[config.mk]
export PLATFORM = sky130hd
export DESIGN_NAME = winwdt_top
export DESIGN_NICKNAME = d
export VERILOG_FILES = /design/src/rtl/wdt_pkg.sv /design/src/rtl/wdt_debounce.sv /design/src/rtl/wdt_window.sv /design/src/rtl/winwdt_top.sv
export SDC_FILE = /design/constraint.sdc
export NUM_CORES = 1
export LEC_CHECK = 0
export BUFFER_PORTS_ARGS = -buffer_cell sky130_fd_sc_hd__buf_2
export CORE_MARGIN = 5
export CORE_UTILIZATION = 59
export DETAILED_ROUTE_END_ITERATION = 8
export PLACE_DENSITY = 0.79
export REMOVE_ABC_BUFFERS = 1
export SETUP_SLACK_MARGIN = 0.1
export SYNTH_ARGS = -nofsm -noshare
export SYNTH_HDL_FRONTEND = slang
export SYNTH_SLANG_ARGS = --single-unit
[constraint.sdc]
create_clock -name clk_i -period 2.98 [get_ports clk_i]
set_input_delay 0.298 -clock clk_i [delete_from_list [all_inputs] [get_ports clk_i]]
set_output_delay 0.298 -clock clk_i [all_outputs]
set_load 0.05 [all_outputs]
[src/rtl/wdt_pkg.sv]
package wdt_pkg;
    typedef enum logic [1:0] {
        PH_PULSE = 2'd0,
        PH_SHORT = 2'd1,
        PH_LONG  = 2'd2
    } wdt_phase_e;

    localparam int GOOD_NEEDED = 3;
    localparam int GOOD_W      = 2;
endpackage

[src/rtl/wdt_debounce.sv]
module wdt_debounce #(
    parameter int DEB_CYC = 4
) (
    input  logic clk_i,
    input  logic rst_i,
    input  logic raw_i,
    output logic edge_o
);
    localparam int DW = $clog2(DEB_CYC + 1);

    typedef struct packed {
        logic [DW-1:0] cnt;
        logic          filt;
        logic          prev;
    } deb_t;

    deb_t q, d;

    always_comb begin
        d      = q;
        d.prev = q.filt;
        if (raw_i == q.filt) begin
            d.cnt = '0;
        end else if (q.cnt == DW'(DEB_CYC - 1)) begin
            d.filt = raw_i;
            d.cnt  = '0;
        end else begin
            d.cnt = q.cnt + 1'b1;
        end
    end

    always_ff @(posedge clk_i) begin
        if (rst_i) q <= '0;
        else       q <= d;
    end

    assign edge_o = q.filt ^ q.prev;

    // the filtered level cannot move before the stability count is reached
    p_stable_r11: assert property (@(posedge clk_i) disable iff (rst_i)
        (q.cnt != DW'(DEB_CYC - 1)) |=> $stable(q.filt));
endmodule

[src/rtl/wdt_window.sv]
module wdt_window
    import wdt_pkg::*;
#(
    parameter int CLOSED_CYC = 16,
    parameter int OPEN_CYC   = 16,
    parameter int LONG_BASE  = 64,
    parameter int TSEL_W     = 2,
    parameter int PULSE_CYC  = 8
) (
    input  logic              clk_i,
    input  logic              rst_i,
    input  logic              trig_i,
    input  logic              mode_i,
    input  logic [TSEL_W-1:0] tsel_i,
    input  logic              wake_edge_i,
    output logic              rst_n_o,
    output logic              en_o
);
    localparam int LONG_MAX = LONG_BASE << ((1 << TSEL_W) - 1);
    localparam int SHORT_END = CLOSED_CYC + OPEN_CYC;
    localparam int TMAX0 = (LONG_MAX > SHORT_END) ? LONG_MAX : SHORT_END;
    localparam int TMAX = (TMAX0 > PULSE_CYC) ? TMAX0 : PULSE_CYC;
    localparam int TW = $clog2(TMAX + 1);

    typedef struct packed {
        wdt_phase_e        phase;
        logic [TW-1:0]     timer;
        logic [GOOD_W-1:0] good;
        logic              trig_prev;
    } win_t;

    win_t q, d;
    logic          fall;
    logic [TW-1:0] long_last;

    assign fall      = q.trig_prev & ~trig_i;
    assign long_last = (TW'(LONG_BASE) << tsel_i) - 1'b1;

    always_comb begin
        d           = q;
        d.trig_prev = trig_i;
        d.timer     = q.timer + 1'b1;
        case (q.phase)
            PH_PULSE: begin
                d.good = '0;
                if (q.timer == TW'(PULSE_CYC - 1)) begin
                    d.phase = PH_SHORT;
                    d.timer = '0;
                end
            end
            PH_SHORT: begin
                if (fall) begin
                    d.timer = '0;
                    if (q.timer < TW'(CLOSED_CYC)) begin
                        d.phase = PH_PULSE;
                        d.good  = '0;
                    end else begin
                        if (q.good != GOOD_W'(GOOD_NEEDED)) d.good = q.good + 1'b1;
                        d.phase = mode_i ? PH_LONG : PH_SHORT;
                    end
                end else if (q.timer == TW'(SHORT_END - 1)) begin
                    d.phase = PH_PULSE;
                    d.timer = '0;
                    d.good  = '0;
                end
            end
            PH_LONG: begin
                if (wake_edge_i || q.timer == long_last) begin
                    d.phase = PH_PULSE;
                    d.timer = '0;
                    d.good  = '0;
                end else if (!mode_i) begin
                    d.phase = PH_SHORT;
                    d.timer = '0;
                end
            end
            default: begin
                d.phase = PH_PULSE;
                d.timer = '0;
                d.good  = '0;
            end
        endcase
    end

    always_ff @(posedge clk_i) begin
        if (rst_i) begin
            q.phase     <= PH_PULSE;
            q.timer     <= '0;
            q.good      <= '0;
            q.trig_prev <= 1'b1;
        end else begin
            q <= d;
        end
    end

    assign rst_n_o = (q.phase != PH_PULSE);
    assign en_o    = (q.good == GOOD_W'(GOOD_NEEDED));

    // early trigger leads to a pulse
    p_early_r2: assert property (@(posedge clk_i) disable iff (rst_i)
        (q.phase == PH_SHORT && fall && q.timer < TW'(CLOSED_CYC)) |=> !rst_n_o);
    // timeout in the short period leads to a pulse
    p_timeout_r3: assert property (@(posedge clk_i) disable iff (rst_i)
        (q.phase == PH_SHORT && !fall && q.timer == TW'(SHORT_END - 1)) |=> !rst_n_o);
    // enable never coexists with an active reset
    p_en_off_r6: assert property (@(posedge clk_i) disable iff (rst_i)
        !rst_n_o |-> !en_o);
    // pulse ends into a fresh short period
    p_pulse_end_r7: assert property (@(posedge clk_i) disable iff (rst_i)
        (q.phase == PH_PULSE && q.timer == TW'(PULSE_CYC - 1)) |=> (rst_n_o && q.timer == '0));
    // wake edge in the long period forces reset
    p_wake_r10: assert property (@(posedge clk_i) disable iff (rst_i)
        (q.phase == PH_LONG && wake_edge_i) |=> !rst_n_o);
endmodule

[src/rtl/winwdt_top.sv]
module winwdt_top #(
    parameter int N_WAKE     = 6,
    parameter int DEB_CYC    = 4,
    parameter int CLOSED_CYC = 16,
    parameter int OPEN_CYC   = 16,
    parameter int LONG_BASE  = 64,
    parameter int TSEL_W     = 2,
    parameter int PULSE_CYC  = 8
) (
    input  logic              clk_i,
    input  logic              rst_i,
    input  logic              trig_i,
    input  logic              mode_i,
    input  logic [TSEL_W-1:0] tsel_i,
    input  logic [N_WAKE-1:0] wake_i,
    output logic              rst_n_o,
    output logic              en_o
);
    logic [N_WAKE-1:0] edges;

    for (genvar g = 0; g < N_WAKE; g++) begin : g_deb
        wdt_debounce #(.DEB_CYC(DEB_CYC)) i_deb (
            .clk_i  (clk_i),
            .rst_i  (rst_i),
            .raw_i  (wake_i[g]),
            .edge_o (edges[g])
        );
    end

    wdt_window #(
        .CLOSED_CYC (CLOSED_CYC),
        .OPEN_CYC   (OPEN_CYC),
        .LONG_BASE  (LONG_BASE),
        .TSEL_W     (TSEL_W),
        .PULSE_CYC  (PULSE_CYC)
    ) i_win (
        .clk_i       (clk_i),
        .rst_i       (rst_i),
        .trig_i      (trig_i),
        .mode_i      (mode_i),
        .tsel_i      (tsel_i),
        .wake_edge_i (|edges),
        .rst_n_o     (rst_n_o),
        .en_o        (en_o)
    );

    // reset output active during power-on reset
    p_por_r1: assert property (@(posedge clk_i) rst_i |=> (!rst_n_o && !en_o));
endmodule

**Word-level counts from Yosys, hierarchy flattened**

Index checks and enable logic that the tools add are counted.
Widths: inputs -> output; s select.

- Bits in registers: 45
- Latch bits: 0
- Memory bits (writable): 0
- Bits in read-only memories: 0
- Input port bits: 12
- Output and inout port bits: 2
- Logic and storage cells: 100
- Memories: 0

- Add/sub/neg operators: 9
- Multiply operators: 0
- Divide/modulo/power cells: 0
- $lt $le $gt $ge: 1
- Equality and inequality tests: 24
- Shift operators: 1
- Mux-type cells: 11
- Bitwise logic cells: 14
- Reduce and logical (&&, ||, !) cells: 18

Operators by type and width:

| cell | count |
|---|---|
| $pmux 14 s3 | 1 |
| $mux 12 | 3 |
| $mux 14 | 2 |
| $add 3x1->3 const B | 6 |
| $eq 3x2->1 const B | 6 |
| $reduce_or 3->1 | 6 |
| $reduce_and 2->1 | 6 |
| $add 10x1->10 const B | 1 |
| $eq 10x10->1 | 1 |
| $eq 10x3->1 const B | 1 |
| $eq 10x5->1 const B | 1 |
| $lt 10x5->1 const B | 1 |
| $mux 2 | 5 |
| $shl 7x2->10 const A | 1 |
| $sub 10x1->10 const B | 1 |
| $not 1->1 | 7 |
| $eq 1x1->1 | 6 |
| $reduce_and 3->1 | 2 |
| $reduce_or 6->1 | 1 |
| $xor 1x1->1 | 6 |
| $eq 2x2->1 const B | 2 |
| $ne 2x1->1 const B | 2 |
| $ne 4x4->1 const B | 1 |
| $ne 3x1->1 const B | 1 |
| 8 further kinds | 8 |

**Depth between registers and ports, before layout**

- Word-level depth: 6
- Mapped depth: 6
- Depth with buffers taken out: 6

**Cells and area by module**

From an unflattened synthesis, not the netlist that was laid out.

- Cell total of the unflattened synthesis: 193
- Area, all modules: 1995.7 µm²

Modules (own cells, without submodules):

| module | instances | cells each | area each (µm²) | seq. area each (µm²) |
|---|---|---|---|---|
| wdt_debounce | 6 | 16 | 193.9 | 100.1 |
| wdt_window | 1 | 94 | 818.3 | 300.3 |
| winwdt_top | 1 | 3 | 13.8 | 0.0 |

**Worst setup path after synthesis**

Ideal clock, no wire load.

- Path kind: reg-to-reg
- Start point: register i_win.q[9] (netlist bit)
- End point: register i_win.q[1] (netlist bit)
- Setup time: 0.123 ns
- Data arrival time: 2.059 ns
- Required time: 2.857 ns
- Path slack: 0.798 ns
- Stages on the path, launching flop included: 7
- Path buffers: 1
- Clock period less this slack: 2.182 ns
- Cell sequence: dfxtp_1 buf_6 or3_1 or3_1 a311o_2 a211oi_4 mux2_1

- Longest elaborated chain between the ends: 4
- Elaborated cells between the ends (all ways): 11
- Classes of those cells: order compare: 1; eq/ne: 5; mux: 3; reduce/logical: 2

Ends and longest elaborated chain:

| item | RTL line | source |
|---|---|---|
| from (decl) | wdt_window.sv:32 | `win_t q, d;` |
| $lt 10x5->1 or $eq 10x10->1 (tied branches) | wdt_window.sv:54, wdt_window.sv:68 |  |
| $mux 2 or $logic_or 1x1->1 (tied branches) | wdt_window.sv:54, wdt_window.sv:68 |  |
| $mux 14 or $ne 2x1->1 (tied branches) | n/a |  |
| $pmux 14 s3 or $reduce_and 3->1 (tied branches) | n/a |  |

Several ways; a longest one is shown, not always the timed one.
A chain may end at the register's enable or synchronous reset.

**Worst setup path in the final report**

- Start point: register i_win.q[10] (netlist bit)
- End point: register i_win.q[1] (netlist bit)

The elaborated chain is that of the path after synthesis.

==> summary.md <==
| Metric | Value |
|---|---|
| Final Cycle Share | 80.0% |
| CTS tree | built |
| Clock root cell | clkbuf_4 |
| Clk_skew | 8.47 ps |
| VDD IR max | 0.261 mV |
| Vias | 1424 |
| RSZ-0062 raised after global routing | no |
| Clock-pin slew on the worst setup and hold paths | 110 ps |
| # hold bufs at CTS | 0 |
| Worst path depth | 5 |
| Die area | 4690 um2 |
| CP Launch Type | flip-flop |
| F_max | 0.420 GHz |
| WL/cell | 11.7 um |
| Critical-path cell list | or3_1, o41ai_1, nor2_1, a211oi_4, mux2_1 |
| Setup TNS | 0 ps |
| CP Data Arrival Time | 2630 ps |
| Std-Cell Rows | 21 |
| FF+latch area | 901 um2 |
| Multi-input gate area | 1030 um2 |
| Post_cts resized | 0 |
| Max Transition Viols Final | 0 |
| Commonest cells after routing, fill and taps aside | dfxtp_1, nor2_1, xnor2_1 |
| Gate count of the mapped netlist | 207 |
| Synth Register Bits | 45 |
| Mapped cell area | 2020 um2 |
| CP max stage delay | 680 ps |
| Clk buf depth | 2 |
| Total gr overflow | 0 |
| Initial antenna violation count | 0 |
| # DRC | 0 |
| I/O pin cnt | 14 |
| Worst reg2reg path depth | 5 |
| Reg2reg setup slack | 600 ps |
| Post-route antenna net violation count | 0 |
| Leakage | 0.000842 uW |
| Largest net degree at the start of global routing | 27 |
| PnR Total Power | 959 uW |
| Die height | 68.5 um |
| Crit-path max FO | 7 |
| Outcome | complete, no violations |
| Port bufs | 13 |
| GRT Util Overall | 15.3% |
| Nets | 247 |
| Synth unique cells | 40 |
| Power Density | 443 nW/um2 |
| Initial core utilization | 60.9% |
| DP HPWL | 2330 um |
| Syn-to-layout area delta | 7.26% |
| Vias in the first global route | 1277 |
| Slew margin rel. | 44.7% |
| Sequential cell area fraction in the yosys report | 44.7% |
| Worst-Skew Late Latency | 350 ps |
| Core area | 3310 um2 |
| Crit path max-delay family | compound AO/OA/AOI/OAI gates |
| Worst setup EP type | flip-flop |
| Final setup violation count | 0 |
| Crit path from | i_win.q[10] |
| Global-route wire length before repair | 5330 um |
| Critical Path Sink | i_win.q[1] |
| H-tree depth | 2 |
| Initial DRC Count | 59 |
| Final GP Congestion | 0.749 |
| Hold Crit Class | in2reg |
| FF-to-FF End | i_win.q[1] |
| Worst Max-Slew Pin Slew | 819 ps |
| YS warnings | 0 |
| Total Wirelength | 3120 um |
| Tmin final | 2380 ps |
| Layout cells sized above 1 | 12.7% |
| Max capacitance violation total | 0 |
| ANT cells | 0 |
| WP data required | 3220 ps |
| DRT Pass-1 Iters | 4 |
| Commonest non-fill, non-tap cell in the layout | dfxtp_1 |
| Die span in x | 68.5 um |
| Via density | 5.33 |
| Num CTS Buffers | 5 |
| WS Path Type | reg2reg |
| Hold Fails Final Rpt | 0 |
| Fill cells | 303 |
| Worst r2r src | i_win.q[10] |
| CP Buf/Inv Count | 0 |
| Slowest CP cell | o41ai_1 |
| Post-CTS Setup Inserts | 0 |
| CTS Sinks | 45 |
| Average size of a mapped cell | 9.74 um2 |
==> state kept, by name (all words and copies together), names as in the netlist <==
register / flops
g_deb.i_deb.d: 6
g_deb.i_deb.q: 24
i_win.q: 15
==> worst reg2reg max path: cells and delay by family, from the launching register on <==
family	cells	cell delay, ps
AOI/OAI and AO/OA	2	970
and+or+nand+nor	2	570
DFF	1	380
muxes	1	350
==> area by class of cell <==
| type | instances | area share (%) |
|---|---|---|
| Timing Repair Buffer | 13 | 3.01 |
| Clock buffer | 7 | 2.54 |
| Sequential cell | 45 | 41.6 |
| Inverter | 14 | 2.43 |
| Multi-Input combinational cell | 142 | 47.7 |
| Tap cell | 46 | 2.66 |
==> logic make-up after synthesis <==
logic type / Yosys count / synth area share [%]
fa+ha+maj: 14 / 8.68
simple gates: 75 / 19.4
flops: 45 / 44.7
mux: 8 / 4.03
buf+inv: 20 / 4.16
xor+xnor: 20 / 8.68
compound gates: 25 / 10.4
==> through the flow <==
stage	setup WS, ps	instance area [um2]	instances	utilization, %	hold WS, ps
2_1_floorplan	835	1990	201	-	370
4_1_cts	623	2160	267	65.3	165
5_1_grt	495	2160	267	65.3	160
3_5_place_dp	644	2110	260	63.7	413
6_report	597	2160	267	65.3	180
3_3_place_gp	760	2110	260	63.7	408
==> power by group <==
part,leakage (uW),internal (uW),switching (uW),total [uW]
sequential,0.000365,615,8.88,624
combinational,0.000446,24.7,28.3,53.0
clock,0.0000314,112,170,281
==> synth_stat cells <==
| master | n | share of area [%] |
|---|---|---|
| and3_2 | 1 | 0.37 |
| buf_2 | 1 | 0.25 |
| ha_1 | 14 | 8.7 |
| nand2b_1 | 2 | 0.62 |
| nand3b_1 | 2 | 0.74 |
| buf_6 | 1 | 0.56 |
| o41ai_1 | 1 | 0.43 |
| buf_1 | 2 | 0.37 |
| inv_1 | 14 | 2.6 |
| nor4bb_1 | 1 | 0.50 |
| a21o_1 | 1 | 0.37 |
| mux2_1 | 1 | 0.56 |
| nor3_1 | 4 | 0.99 |
| or3_1 | 8 | 2.5 |
| nand4_1 | 4 | 1.2 |
| nor4_2 | 1 | 0.62 |
| nor2b_1 | 7 | 2.2 |
| a41oi_1 | 2 | 0.87 |
| or2_2 | 2 | 0.62 |
| nand3_1 | 4 | 0.99 |
| or3b_2 | 1 | 0.43 |
| nor2_1 | 30 | 5.6 |
| a31oi_4 | 1 | 1.1 |
| and2_1 | 1 | 0.31 |
| or4_1 | 1 | 0.37 |
| a211oi_4 | 1 | 0.99 |
| a31o_2 | 1 | 0.43 |
| a311o_2 | 1 | 0.56 |
| a211oi_1 | 8 | 3.0 |
| clkbuf_1 | 2 | 0.37 |
| nand2_1 | 5 | 0.93 |
| o31ai_1 | 1 | 0.37 |
| xor2_1 | 5 | 2.2 |
| and4_1 | 1 | 0.43 |
| a21oi_1 | 5 | 1.2 |
| a31oi_1 | 2 | 0.62 |
| a2111oi_0 | 1 | 0.43 |
| xnor2_1 | 15 | 6.5 |
| dfxtp_1 | 45 | 45 |
| mux2i_1 | 7 | 3.5 |
==> how the worst min path moves through the flow <==
stage / start / to / slack, ps / cells after the start
floorplan: rst_i / g_deb[0].i_deb.q[0] / 370 / 1
detailed placement: g_deb[5].i_deb.q[2] / g_deb[5].i_deb.q[2] / 410 / 1
CTS: trig_i / i_win.q[0] / 170 / 2
finish: trig_i / i_win.q[0] / 180 / 2
global placement: g_deb[0].i_deb.q[2] / g_deb[0].i_deb.q[2] / 410 / 1
global route: trig_i / i_win.q[0] / 160 / 2
==> per-layer routing <==
layer	part of all wire, %	global-route usage (%)	up-vias	wire [um]
met5	0	0	-	0
met4	1.4	7.69	0	45
met3	4.7	3.61	5	146
met2	46	25.0	18	1430
met1	48	18.5	660	1490
li1	-	-	741	-
Note: power is estimated with default switching activity, not from simulation.
